File: config.mk
export PLATFORM = sky130hd
export DESIGN_NAME = zloop_cache
export DESIGN_NICKNAME = d
export VERILOG_FILES = /design/src/rtl/zloop_pkg.sv /design/src/rtl/zloop_store.sv /design/src/rtl/zloop_ctrl.sv /design/src/rtl/zloop_outstage.sv /design/src/rtl/zloop_cache.sv
export SDC_FILE = /design/constraint.sdc
export NUM_CORES = 1
export LEC_CHECK = 0
export BUFFER_PORTS_ARGS = -buffer_cell sky130_fd_sc_hd__buf_2
export CAP_MARGIN = 20
export CORE_ASPECT_RATIO = 0.9
export CORE_UTILIZATION = 25
export DETAILED_ROUTE_END_ITERATION = 6
export PLACE_DENSITY_LB_ADDON = 0.15
export SLEW_MARGIN = 20
export SYNTH_ARGS = -nofsm -noshare
export SYNTH_HDL_FRONTEND = slang
export SYNTH_SLANG_ARGS = --single-unit
File: constraint.sdc
create_clock -name clk -period 4.38 [get_ports clk]
set_input_delay 0.657 -clock clk [delete_from_list [all_inputs] [get_ports clk]]
set_output_delay 0.657 -clock clk [all_outputs]
set_load 0.05 [all_outputs]
File: src/rtl/zloop_pkg.sv
package zloop_pkg;
   typedef enum logic [1:0] {
      ZL_IDLE   = 2'd0,
      ZL_FILL   = 2'd1,
      ZL_REPLAY = 2'd2,
      ZL_DONE   = 2'd3
   } zl_state_e;
endpackage

File: src/rtl/zloop_store.sv
module zloop_store #(
   parameter int DATA_W = 32,
   parameter int DEPTH  = 31,
   parameter int IDX_W  = 5
) (
   input  logic              clk,
   input  logic              wr_en,
   input  logic [IDX_W-1:0]  wr_idx,
   input  logic [DATA_W-1:0] wr_data,
   input  logic [IDX_W-1:0]  rd_idx,
   output logic [DATA_W-1:0] rd_data
);
   logic [DATA_W-1:0] ent [DEPTH];

   for (genvar g = 0; g < DEPTH; g++) begin : g_ent
      logic [DATA_W-1:0] q;
      always_ff @(posedge clk) begin
         if (wr_en && (wr_idx == IDX_W'(g))) q <= wr_data;
      end
      assign ent[g] = q;
   end

   always_comb begin
      rd_data = '0;
      if (int'(rd_idx) < DEPTH) rd_data = ent[rd_idx];
   end
endmodule

File: src/rtl/zloop_ctrl.sv
module zloop_ctrl
   import zloop_pkg::*;
#(
   parameter int DEPTH = 31,
   parameter int CNT_W = 16,
   parameter int LEN_W = 6,
   parameter int IDX_W = 5
) (
   input  logic             clk,
   input  logic             rst_n,
   input  logic             cmd_start,
   input  logic             cmd_rerun,
   input  logic [LEN_W-1:0] cmd_len,
   input  logic [CNT_W-1:0] cmd_count,
   input  logic             fetch_valid,
   output zl_state_e        state,
   output logic [IDX_W-1:0] idx,
   output logic             wr_en,
   output logic             err_range,
   output logic             err_nest
);
   zl_state_e        st_q, st_d;
   logic [IDX_W-1:0] idx_q, idx_d;
   logic [LEN_W-1:0] len_q, len_d;
   logic [CNT_W-1:0] cnt_q, cnt_d;
   logic             cached_q, cached_d;

   logic idle_like, len_ok, cnt_ok;
   logic take_start, bad_start, take_rerun, bad_rerun, nest_hit;
   logic beat, at_end;

   assign idle_like  = (st_q == ZL_IDLE) || (st_q == ZL_DONE);
   assign len_ok     = (cmd_len != '0) && (int'(cmd_len) <= DEPTH);
   assign cnt_ok     = (cmd_count != '0);
   assign take_start = idle_like && cmd_start && len_ok && cnt_ok;
   assign bad_start  = idle_like && cmd_start && !(len_ok && cnt_ok);
   assign take_rerun = idle_like && !cmd_start && cmd_rerun && cached_q && cnt_ok;
   assign bad_rerun  = idle_like && !cmd_start && cmd_rerun && !(cached_q && cnt_ok);
   assign nest_hit   = !idle_like && (cmd_start || cmd_rerun);

   assign beat   = ((st_q == ZL_FILL) && fetch_valid) || (st_q == ZL_REPLAY);
   assign at_end = beat && (LEN_W'(idx_q) == (len_q - LEN_W'(1)));

   always_comb begin
      st_d     = st_q;
      idx_d    = idx_q;
      len_d    = len_q;
      cnt_d    = cnt_q;
      cached_d = cached_q;
      unique case (st_q)
         ZL_IDLE, ZL_DONE: begin
            st_d = ZL_IDLE;
            if (take_start) begin
               st_d     = ZL_FILL;
               len_d    = cmd_len;
               cnt_d    = cmd_count;
               idx_d    = '0;
               cached_d = 1'b0;
            end else if (take_rerun) begin
               st_d  = ZL_REPLAY;
               cnt_d = cmd_count;
               idx_d = '0;
            end
         end
         ZL_FILL, ZL_REPLAY: begin
            if (beat) begin
               if (at_end) begin
                  idx_d    = '0;
                  cached_d = 1'b1;
                  if (cnt_q == CNT_W'(1)) begin
                     st_d = ZL_DONE;
                  end else begin
                     st_d  = ZL_REPLAY;
                     cnt_d = cnt_q - CNT_W'(1);
                  end
               end else begin
                  idx_d = idx_q + IDX_W'(1);
               end
            end
         end
         default: st_d = ZL_IDLE;
      endcase
   end

   always_ff @(posedge clk or negedge rst_n) begin
      if (!rst_n) begin
         st_q      <= ZL_IDLE;
         idx_q     <= '0;
         len_q     <= '0;
         cnt_q     <= '0;
         cached_q  <= 1'b0;
         err_range <= 1'b0;
         err_nest  <= 1'b0;
      end else begin
         st_q      <= st_d;
         idx_q     <= idx_d;
         len_q     <= len_d;
         cnt_q     <= cnt_d;
         cached_q  <= cached_d;
         err_range <= bad_start || bad_rerun;
         err_nest  <= nest_hit;
      end
   end

   assign state = st_q;
   assign idx   = idx_q;
   assign wr_en = (st_q == ZL_FILL) && fetch_valid;
endmodule

File: src/rtl/zloop_outstage.sv
module zloop_outstage
   import zloop_pkg::*;
#(
   parameter int DATA_W    = 32,
   parameter bit HOLD_DATA = 1'b1
) (
   input  logic              clk,
   input  logic              rst_n,
   input  zl_state_e         state,
   input  logic              fetch_valid,
   input  logic [DATA_W-1:0] fetch_instr,
   input  logic [DATA_W-1:0] rd_data,
   output logic              out_valid,
   output logic [DATA_W-1:0] out_instr
);
   logic              pass_fetch, pass_buf, nxt_valid;
   logic [DATA_W-1:0] nxt_data;

   assign pass_fetch = (state == ZL_FILL) && fetch_valid;
   assign pass_buf   = (state == ZL_REPLAY);
   assign nxt_valid  = pass_fetch || pass_buf;
   assign nxt_data   = pass_fetch ? fetch_instr : rd_data;

   always_ff @(posedge clk or negedge rst_n) begin
      if (!rst_n) out_valid <= 1'b0;
      else        out_valid <= nxt_valid;
   end

   if (HOLD_DATA) begin : g_hold
      always_ff @(posedge clk or negedge rst_n) begin
         if (!rst_n)         out_instr <= '0;
         else if (nxt_valid) out_instr <= nxt_data;
      end
   end else begin : g_clear
      always_ff @(posedge clk or negedge rst_n) begin
         if (!rst_n) out_instr <= '0;
         else        out_instr <= nxt_valid ? nxt_data : '0;
      end
   end
endmodule

File: src/rtl/zloop_cache.sv
module zloop_cache
   import zloop_pkg::*;
#(
   parameter int DATA_W    = 32,
   parameter int DEPTH     = 31,
   parameter int CNT_W     = 16,
   parameter bit HOLD_DATA = 1'b1,
   localparam int LEN_W    = $clog2(DEPTH + 2),
   localparam int IDX_W    = (DEPTH > 1) ? $clog2(DEPTH) : 1
) (
   input  logic              clk,
   input  logic              rst_n,
   input  logic              fetch_valid,
   input  logic [DATA_W-1:0] fetch_instr,
   input  logic              cmd_start,
   input  logic              cmd_rerun,
   input  logic [LEN_W-1:0]  cmd_len,
   input  logic [CNT_W-1:0]  cmd_count,
   output logic              out_valid,
   output logic [DATA_W-1:0] out_instr,
   output logic              mem_req,
   output logic              busy,
   output logic              done,
   output logic              err_range,
   output logic              err_nest
);
   initial begin : p_param_chk
      assert (DATA_W >= 1) else $error("zloop_cache: DATA_W must be at least 1");
      assert (DEPTH >= 1 && DEPTH <= 256) else $error("zloop_cache: DEPTH must be 1..256");
      assert (CNT_W >= 1 && CNT_W <= 32) else $error("zloop_cache: CNT_W must be 1..32");
   end

   zl_state_e         state;
   logic [IDX_W-1:0]  idx;
   logic              wr_en;
   logic [DATA_W-1:0] rd_data;

   zloop_ctrl #(
      .DEPTH (DEPTH),
      .CNT_W (CNT_W),
      .LEN_W (LEN_W),
      .IDX_W (IDX_W)
   ) u_ctrl (
      .clk         (clk),
      .rst_n       (rst_n),
      .cmd_start   (cmd_start),
      .cmd_rerun   (cmd_rerun),
      .cmd_len     (cmd_len),
      .cmd_count   (cmd_count),
      .fetch_valid (fetch_valid),
      .state       (state),
      .idx         (idx),
      .wr_en       (wr_en),
      .err_range   (err_range),
      .err_nest    (err_nest)
   );

   zloop_store #(
      .DATA_W (DATA_W),
      .DEPTH  (DEPTH),
      .IDX_W  (IDX_W)
   ) u_store (
      .clk     (clk),
      .wr_en   (wr_en),
      .wr_idx  (idx),
      .wr_data (fetch_instr),
      .rd_idx  (idx),
      .rd_data (rd_data)
   );

   zloop_outstage #(
      .DATA_W    (DATA_W),
      .HOLD_DATA (HOLD_DATA)
   ) u_out (
      .clk         (clk),
      .rst_n       (rst_n),
      .state       (state),
      .fetch_valid (fetch_valid),
      .fetch_instr (fetch_instr),
      .rd_data     (rd_data),
      .out_valid   (out_valid),
      .out_instr   (out_instr)
   );

   assign mem_req = (state == ZL_FILL);
   assign busy    = (state == ZL_FILL) || (state == ZL_REPLAY);
   assign done    = (state == ZL_DONE);
endmodule

==> parameters.txt, run 1 <==
Parameter                              Value

Synthesis
  Unique cell type count in the Yosys netlist    65
  Most common flop cell mapped by yosys    sky130_fd_sc_hd__edfxtp_1
  Synthesized netlist cell count    2,003
  Sequential element share of the synthesized area    75.7%
  Async set or reset register ratio after synthesis    6.15%
  Synthesis-stage register bit count    1,057
  Synth Cell Area    41,500 sq um
  Count of flip-flops with a built-in enable after synthesis    992
  Net count of the mapped netlist    2,073
  Yosys warnings    0
  Average cell area after synthesis    20.7 sq um

Floorplanning
  Std-Cell Core Area    164,000 sq um
  Total Die Area    168,000 sq um
  Width of the die    431 um
  DIE HEIGHT    389 um
  Io pins    97
  Initial standard-cell utilization of the core    25.2%
  Number of core rows    141

Timing
  Min Tclk post-route    3.32 ns
  Slew HR    32.1%
  Transition at the pin with the smallest max-transition slack    1.01 ns
  Worst-case setup margin in the final layout    1.06 ns
  Setup-failing EPs final    0
  Setup total negative slack    0 ns
  Pins over their slew limit    0
  Highest Clock Rate    0.301 GHz
  Unrepaired setup endpoints after global routing    false
  Number of hold-slack violations in the final timing report    0
  Part of the cycle the worst path needs    75.9%
  Post-Route Skew    0.0381 ns

Worst setup path
  Number of cell instances on the worst register-to-register path    7
  Setup crit end    u_store.g_ent[27].q[23]
  Kind of start point of the critical path    flop
  Critical path capture point type    flop
  Timing startpoint of the critical path    u_ctrl.state[1]
  Worst path required time    4.81 ns
  Register-to-register setup slack    1.06 ns
  Crit path max fanout    25
  Reg-to-reg critical path startpoint    u_ctrl.state[1]
  Critical path arrival    3.75 ns
  Critical path class    reg -> reg
  Endpoint of the lowest-slack register-to-register path    u_store.g_ent[27].q[23]

Finish
  Cell area after layout    48,900 sq um
  Number of nets in the layout    2,247
  Total area of sequential cells    31,400 sq um
  Fraction of layout instances using a drive strength above 1    28.5%
  Layout overhead on the synthesized area    17.8%
  Number of standard cells in the layout, taps in and fillers out    4,495
  Fill cell total of the finished layout    16.1k
  Area of the multi-input gates    9650 sq um

Power and ir drop
  Fraction of power consumed by combinational cells    25.1%
  P_leak    15.2 nW
  Total power divided by cell area    581 nW/um^2
  Clock share of power    32.8%
  P_int    0.0195 W
  Proportion of total power due to net switching    31.3%
  Maximum VDD drop    0.275 mV
  Sequential group share of total power    42.1%
  Switching Power    0.00889 W

Placement
  # placed instances    4,275
  DP HPWL    69,300 um
  Place WS    1.05 ns
  Final Wtd Congestion    0.744
  Post-detailed-placement cell area    45,300 sq um
  Port Buffers    96

Detailed routing
  Iteration-0 DRC Markers    1,722
  Total iterations of the first detailed-routing run    5
  DRC    0
  Detail Route Antenna Nets    0
  Vias    20.7k
  WL per Instance    27.0 um
  Average via count per standard cell    4.62
  Total wire length after detailed routing    121,000 um

Global routing
  Number of global-route vias before repair    22.0k
  First-pass GRT wire length    172,000 um
  GRT Total Usage    14.5%
  Pin count of the biggest net entering global routing    94
  Initial antenna violation count    12
  Global route overflow    0

Clock tree
  Root buf cell    sky130_fd_sc_hd__clkbuf_16
  Hold_buf cts    1
  Buffers from clock root to sink, at most    3
  Resized Gates After CTS    0
  Clock insertion delay at the later pin of the skew report    0.76 ns
  Clock-pin transition on the worst setup and hold timing paths    0.06 ns
  CTS H-Tree Depth    3
  Buffers inserted during post-CTS setup optimization    0
  Number of buffers created by CTS    114
  CTS tree    done
  # clock sinks    1,057

Worst hold path
  Type of the most critical hold path    in -> reg

Flow run
  Number of max-cap violations    0

Status
  Result of the run    complete, no violations
placed cells by master, fill, tap and decap left out, drive strengths merged, types with 3 or more instances in the layout:
cell	count
nand4	3
xnor2	5
clkinvlp	5
or2	4
o31ai	3
or4	3
inv	20
a221o	24
and3	6
a211oi	8
clkbuf	157
mux2	7
a21oi	23
edfxtp	992
a21o	24
or3	3
nor2	48
dfrtp	65
o21ai	47
ha	11
a31oi	3
buf	181
mux2i	61
nand3	11
o2bb2ai	4
bufinv	5
nand2b	3
nand2	80
mux4	252
a221oi	4
o22ai	12
nor2b	8
o211ai	52
nor3b	33
nor4	14
nor3	17
a311oi	4
o311ai	6
clkinv	47
stage by stage:
stage	power, W	hold slack, ns	util, %
4_1_cts	0.0289	0.145	29.7
3_3_place_gp	0.0194	0.499	27.5
2_1_floorplan	0.0169	0.361	-
3_5_place_dp	0.0195	0.519	27.5
6_report	0.0284	0.209	29.7
5_1_grt	0.0296	0.173	29.7
power groups by stage:
stage	Combinational, W	Clock (W)	Sequential [W]
CTS	0.00728	0.00957	0.0120
finish	0.00714	0.00931	0.0120
global route	0.00769	0.00992	0.0120
detailed placement	0.00726	0	0.0122
global placement	0.00721	0	0.0122
floorplan	0.00457	0	0.0124
cells in the mapped netlist, drive strengths merged, types with 4 or more instances:
library cell	count	area, sq um
mux2i	61	611
o21ai	47	235
a211oi	8	65.1
o22ai	12	75.1
a311oi	4	35.0
o2bb2ai	4	35.0
a21oi	23	115
edfxtp	992	29800
a221oi	4	60.1
nand3	11	55.1
or2	4	25.0
xnor2	5	43.8
a221o	24	240
o311ai	6	52.6
clkbuf	64	240
dfrtp	65	1630
nor2b	8	50.1
nor3	17	85.1
nor4	14	93.8
o211ai	52	390
buf	60	368
and3	6	37.5
a21o	24	180
mux4	252	5680
nand2	80	300
mux2	7	78.8
inv	17	63.8
nor3b	33	248
nor2	48	180
ha	11	138
how the worst min path moves through the flow:
stage / from / end / slack (ns) / depth (start not counted)
3_5_place_dp: u_ctrl.len_q[5] / u_ctrl.len_q[5] / 0.52 / 1
4_1_cts: cmd_len[1] / u_ctrl.len_q[1] / 0.15 / 3
3_3_place_gp: u_ctrl.len_q[5] / u_ctrl.len_q[5] / 0.50 / 1
6_report: cmd_len[1] / u_ctrl.len_q[1] / 0.21 / 3
2_1_floorplan: rst_n / u_ctrl.cached_q / 0.36 / 0
5_1_grt: cmd_len[1] / u_ctrl.len_q[1] / 0.17 / 3
routing by layer:
metal  wire length, um  up-vias  GRT usage [%]
li1                  -     8747              -
met1             56200    11300           20.4
met2             57900      534           23.4
met3              5130      162           2.55
met4              2170        8           3.15
met5                60        -              0
registers in the layout (all words and copies together) (netlist names):
| register | count |
|---|---|
| u_ctrl.err_range | 1 |
| u_ctrl.len_q | 6 |
| u_ctrl.cnt_q | 16 |
| u_ctrl.cached_q | 1 |
| u_ctrl.state | 2 |
| u_ctrl.idx | 5 |
| u_out.out_instr | 32 |
| u_store.g_ent.q | 992 |
| u_ctrl.err_nest | 1 |
| u_out.out_valid | 1 |
logic make-up after synthesis:
kind of cell	Yosys count	share of synthesized area, %
buf+inv	142	1.63
compound gates	227	3.96
mux	320	15.3
fa+ha+maj	11	0.332
xor+xnor	6	0.127
simple gates	240	2.91
flops	1057	75.7
final cells by class:
type	count	area share [%]
Antenna cell	2	0.0102
Tap cell	2216	5.67
Sequential cell	1057	64.3
Clock buffer	157	6.35
Timing Repair Buffer	182	2.79
Inverter	18	0.138
Multi-Input combinational cell	804	19.7
Clock inverter	59	1.02
critical path: stages, from the launching register on:
cell and delay [ns]:
sky130_fd_sc_hd__dfrtp_1 0.41, sky130_fd_sc_hd__inv_1 0.11, sky130_fd_sc_hd__ha_1 0.27, sky130_fd_sc_hd__and2_4 0.44, sky130_fd_sc_hd__buf_4 0.39, sky130_fd_sc_hd__nand3_1 0.31, sky130_fd_sc_hd__nor2_4 0.69, sky130_fd_sc_hd__buf_4 0.37
(Power assumes the default switching activity.)
==> run 2, diff against run 1 <==
Settings changed: ABC_AREA set to 1.
Clock period 4.38 ns to 3.45 ns, I/O delays scaled along.
==> parameters.txt, run 2 <==
Parameter                              Value

Timing
  Part of the cycle the worst path needs    84.1%
  Slew HR    24.6% (-7.5 points)
  Unrepaired setup endpoints after global routing    false
  Min Tclk post-route    2.90 ns
  Hold WS    0.0851 ns (-0.124 ns)
  Post-Route Skew    0.0265 ns (-0.0116 ns)
  Transition at the pin with the smallest max-transition slack    1.13 ns (+0.118 ns)
  Number of hold-slack violations in the final timing report    0 (unchanged)
  Highest Clock Rate    0.345 GHz
  Pins over their slew limit    0 (unchanged)
  Worst-case setup margin in the final layout    0.549 ns (-0.508 ns)
  Setup total negative slack    0 ns (unchanged)
  Setup-failing EPs final    0 (unchanged)

Worst setup path
  Critical path class    reg -> out
  Critical path arrival    2.38 ns (-1.37 ns)
  Kind of start point of the critical path    flop
  Critical path capture point type    output pin
  Worst path required time    2.93 ns (-1.88 ns)
  Crit path max fanout    23 (-8.0%)
  Register-to-register setup slack    0.68 ns (-0.38 ns)

Floorplanning
  Total Die Area    174,000 sq um (+3.9%)
  DIE HEIGHT    396 um (+1.9%)
  Initial standard-cell utilization of the core    25.2% (-0.047 points)
  Number of core rows    144 (+2.1%)
  Std-Cell Core Area    171,000 sq um (+4.1%)
  Io pins    97 (unchanged)
  Width of the die    440 um (+1.9%)

Detailed routing
  Total wire length after detailed routing    148,000 um (+22%)
  WL per Instance    23.8 um (-12%)
  Vias    28.2k (+36%)
  Total iterations of the first detailed-routing run    5 (unchanged)
  Iteration-0 DRC Markers    2,357 (+37%)
  DRC    0 (unchanged)
  Average via count per standard cell    4.53 (-1.8%)
  Detail Route Antenna Nets    0 (unchanged)

Placement
  # placed instances    6,002 (+40%)
  Post-detailed-placement cell area    46,900 sq um (+3.6%)
  Place WS    0.642 ns (-0.404 ns)
  Port Buffers    96 (unchanged)
  DP HPWL    78,900 um (+14%)
  Final Wtd Congestion    0.750 (+0.78%)

Clock tree
  Root buf cell    sky130_fd_sc_hd__clkbuf_16
  Clock-pin transition on the worst setup and hold timing paths    0.06 ns (about the same)
  Buffers inserted during post-CTS setup optimization    0 (unchanged)
  Clock insertion delay at the later pin of the skew report    0.74 ns (-0.02 ns)
  # clock sinks    1,057 (unchanged)
  Number of buffers created by CTS    117 (+2.6%)
  CTS H-Tree Depth    3 (unchanged)
  Buffers from clock root to sink, at most    3 (unchanged)
  CTS tree    done

Power and ir drop
  Clock share of power    46.6% (+14 points)
  Maximum VDD drop    0.464 mV (+69%)
  Fraction of power consumed by combinational cells    1.1% (-24 points)
  Total power divided by cell area    528 nW/um^2 (-9.2%)
  P_leak    17.6 nW (+16%)
  P_int    0.0213 W (+8.9%)
  Proportion of total power due to net switching    20.6% (-11 points)
  Switching Power    0.00552 W (-38%)
  Sequential group share of total power    52.4% (+10 points)

Synthesis
  Most common flop cell mapped by yosys    sky130_fd_sc_hd__edfxtp_1
  Count of flip-flops with a built-in enable after synthesis    992 (unchanged)
  Area fraction of the dominant cell type after synthesis    69.1% (-2.7 points)
  Sequential element share of the synthesized area    72.9% (-2.8 points)
  Largest area contributor in the synthesized netlist    sky130_fd_sc_hd__edfxtp_1
  Unique cell type count in the Yosys netlist    37 (-43%)
  Leading post-synthesis cells by cell area    sky130_fd_sc_hd__edfxtp_1, sky130_fd_sc_hd__nand2_1, sky130_fd_sc_hd__nor2_1
  Synthesis-stage register bit count    1,057 (unchanged)
  Count leader, synth    sky130_fd_sc_hd__edfxtp_1
  Net count of the mapped netlist    3,790 (+83%)
  Yosys warnings    0 (unchanged)
  Synth Cell Area    43,100 sq um (+3.9%)
  Most frequent cells after synthesis    sky130_fd_sc_hd__edfxtp_1, sky130_fd_sc_hd__nand2_1, sky130_fd_sc_hd__nor2_1
  Async set or reset register ratio after synthesis    6.15% (unchanged)
  Average cell area after synthesis    11.6 sq um (-44%)
  Synthesized netlist cell count    3,720 (+86%)

Finish
  Number of nets in the layout    3,935 (+75%)
  Fraction of layout instances using a drive strength above 1    10.6% (-18 points)
  Regs by FF count    u_store.g_ent.q x992, u_out.out_instr x32, u_ctrl.cnt_q x16
  Leading cell type in the layout, fill and taps excluded    sky130_fd_sc_hd__edfxtp_1
  Cell area after layout    50,700 sq um (+3.8%)
  Fill cell total of the finished layout    17.6k (+8.8%)
  Area of the multi-input gates    10,200 sq um (+5.3%)
  Number of standard cells in the layout, taps in and fillers out    6,226 (+39%)
  Highest-count cells in the layout ignoring fill and taps    sky130_fd_sc_hd__edfxtp_1, sky130_fd_sc_hd__nand2_1, sky130_fd_sc_hd__nor2_1
  Number of flip-flops under the largest register name    992 (unchanged)
  Total area of sequential cells    31,400 sq um (about the same)
  Layout overhead on the synthesized area    17.7%
  Register name with the most flops    u_store.g_ent.q

Global routing
  Global route overflow    0 (unchanged)
  Number of global-route vias before repair    27.9k (+27%)
  Pin count of the biggest net entering global routing    141 (+50%)
  GRT Total Usage    16.8% (+2.3 points)
  First-pass GRT wire length    210,000 um (+22%)
  Initial antenna violation count    6 (-6)

Status
  Result of the run    complete, no violations

Worst hold path
  Type of the most critical hold path    in -> reg

Flow run
  Number of max-cap violations    0 (unchanged)
## run 2: cell types whose count changed after synthesis, sizes merged, moves of 24 or more
cell / previous run / this run
nor2: 48 / 702
inv: 17 / 208
nor3b: 33 / 0
a22oi: 1 / 34
buf: 60 / 128
a21o: 24 / 0
a22o: 0 / 32
mux4: 252 / 0
a221o: 24 / 0
a21oi: 23 / 225
o21ai: 47 / 261
mux2i: 61 / 0
nand3: 11 / 138
nand2: 80 / 806
## run 2: path summary, 6_finish.rpt
kind | start | depth (start not counted) | end
worst max-delay path | u_ctrl.state[0] | 6 | busy
worst min-delay path | cmd_len[4] | 3 | u_ctrl.len_q[4]
worst max register to register | u_ctrl.state[1] | 9 | u_store.g_ent[19].q[25]
worst min register to register | u_ctrl.cnt_q[1] | 2 | u_ctrl.cnt_q[1]
max in group asynchronous | rst_n | 3 | u_out.out_instr[9]
min in group asynchronous | rst_n | 2 | u_out.out_instr[26]
## run 2: final cells by class
type	instances	area share (%)
antenna	1	0.00493
timing repair buffer	216	3.48
clock buffer	158	6.30
tap	2263	5.58
sequential	1057	61.9
clock inverter	58	1.09
multi-input combinational	2263	20.0
inverter	210	1.58
## run 2: layer usage
| layer | share of wire [%] | global-route usage, % |
|---|---|---|
| met5 | 0.011 | 0 |
| met4 | 2.1 | 3.97 |
| met3 | 4.1 | 2.30 |
| met2 | 46 | 26.5 |
| met1 | 48 | 24.3 |
## run 2: metrics by stage
| step | util (%) | power [W] |
|---|---|---|
| global placement | 27.4 | 0.0146 |
| finish | 29.6 | 0.0268 |
| detailed placement | 27.4 | 0.0146 |
| floorplan | - | 0.0143 |
| CTS | 29.6 | 0.0271 |
| global route | 29.6 | 0.0275 |
## run 2: power by group through the flow
| stage | registers, W | logic [W] | clock network (W) |
|---|---|---|---|
| 3_5_place_dp | 0.0143 | 0.000289 | 0 |
| 3_3_place_gp | 0.0143 | 0.000291 | 0 |
| 5_1_grt | 0.0140 | 0.000316 | 0.0132 |
| 6_report | 0.0140 | 0.000282 | 0.0125 |
| 2_1_floorplan | 0.0143 | 0.0000136 | 0 |
| 4_1_cts | 0.0140 | 0.000295 | 0.0127 |
## run 2: cell families after synthesis
kind of cell | share of synthesized area, %
and+or+nand+nor | 15.1
DFF | 72.9
AOI/OAI and AO/OA | 7.56
buffers and inverters | 4.14
adders and majority gates | 0.319
xor gates and xnor gates | 0.0406
## run 2: what timing repair did
action                                 in CTS  in global routing
resized for setup                           0                  0
hold buffers                                7                  0
endpoints found under the hold margin      23                  0
## run 2: critical path, stage by stage (launching register included)
cell and delay (ns):
sky130_fd_sc_hd__dfrtp_1 0.38, sky130_fd_sc_hd__inv_1 0.07, sky130_fd_sc_hd__ha_1 0.31, sky130_fd_sc_hd__buf_4 0.21, sky130_fd_sc_hd__inv_2 0.07, sky130_fd_sc_hd__buf_4 0.27, sky130_fd_sc_hd__buf_2 0.32
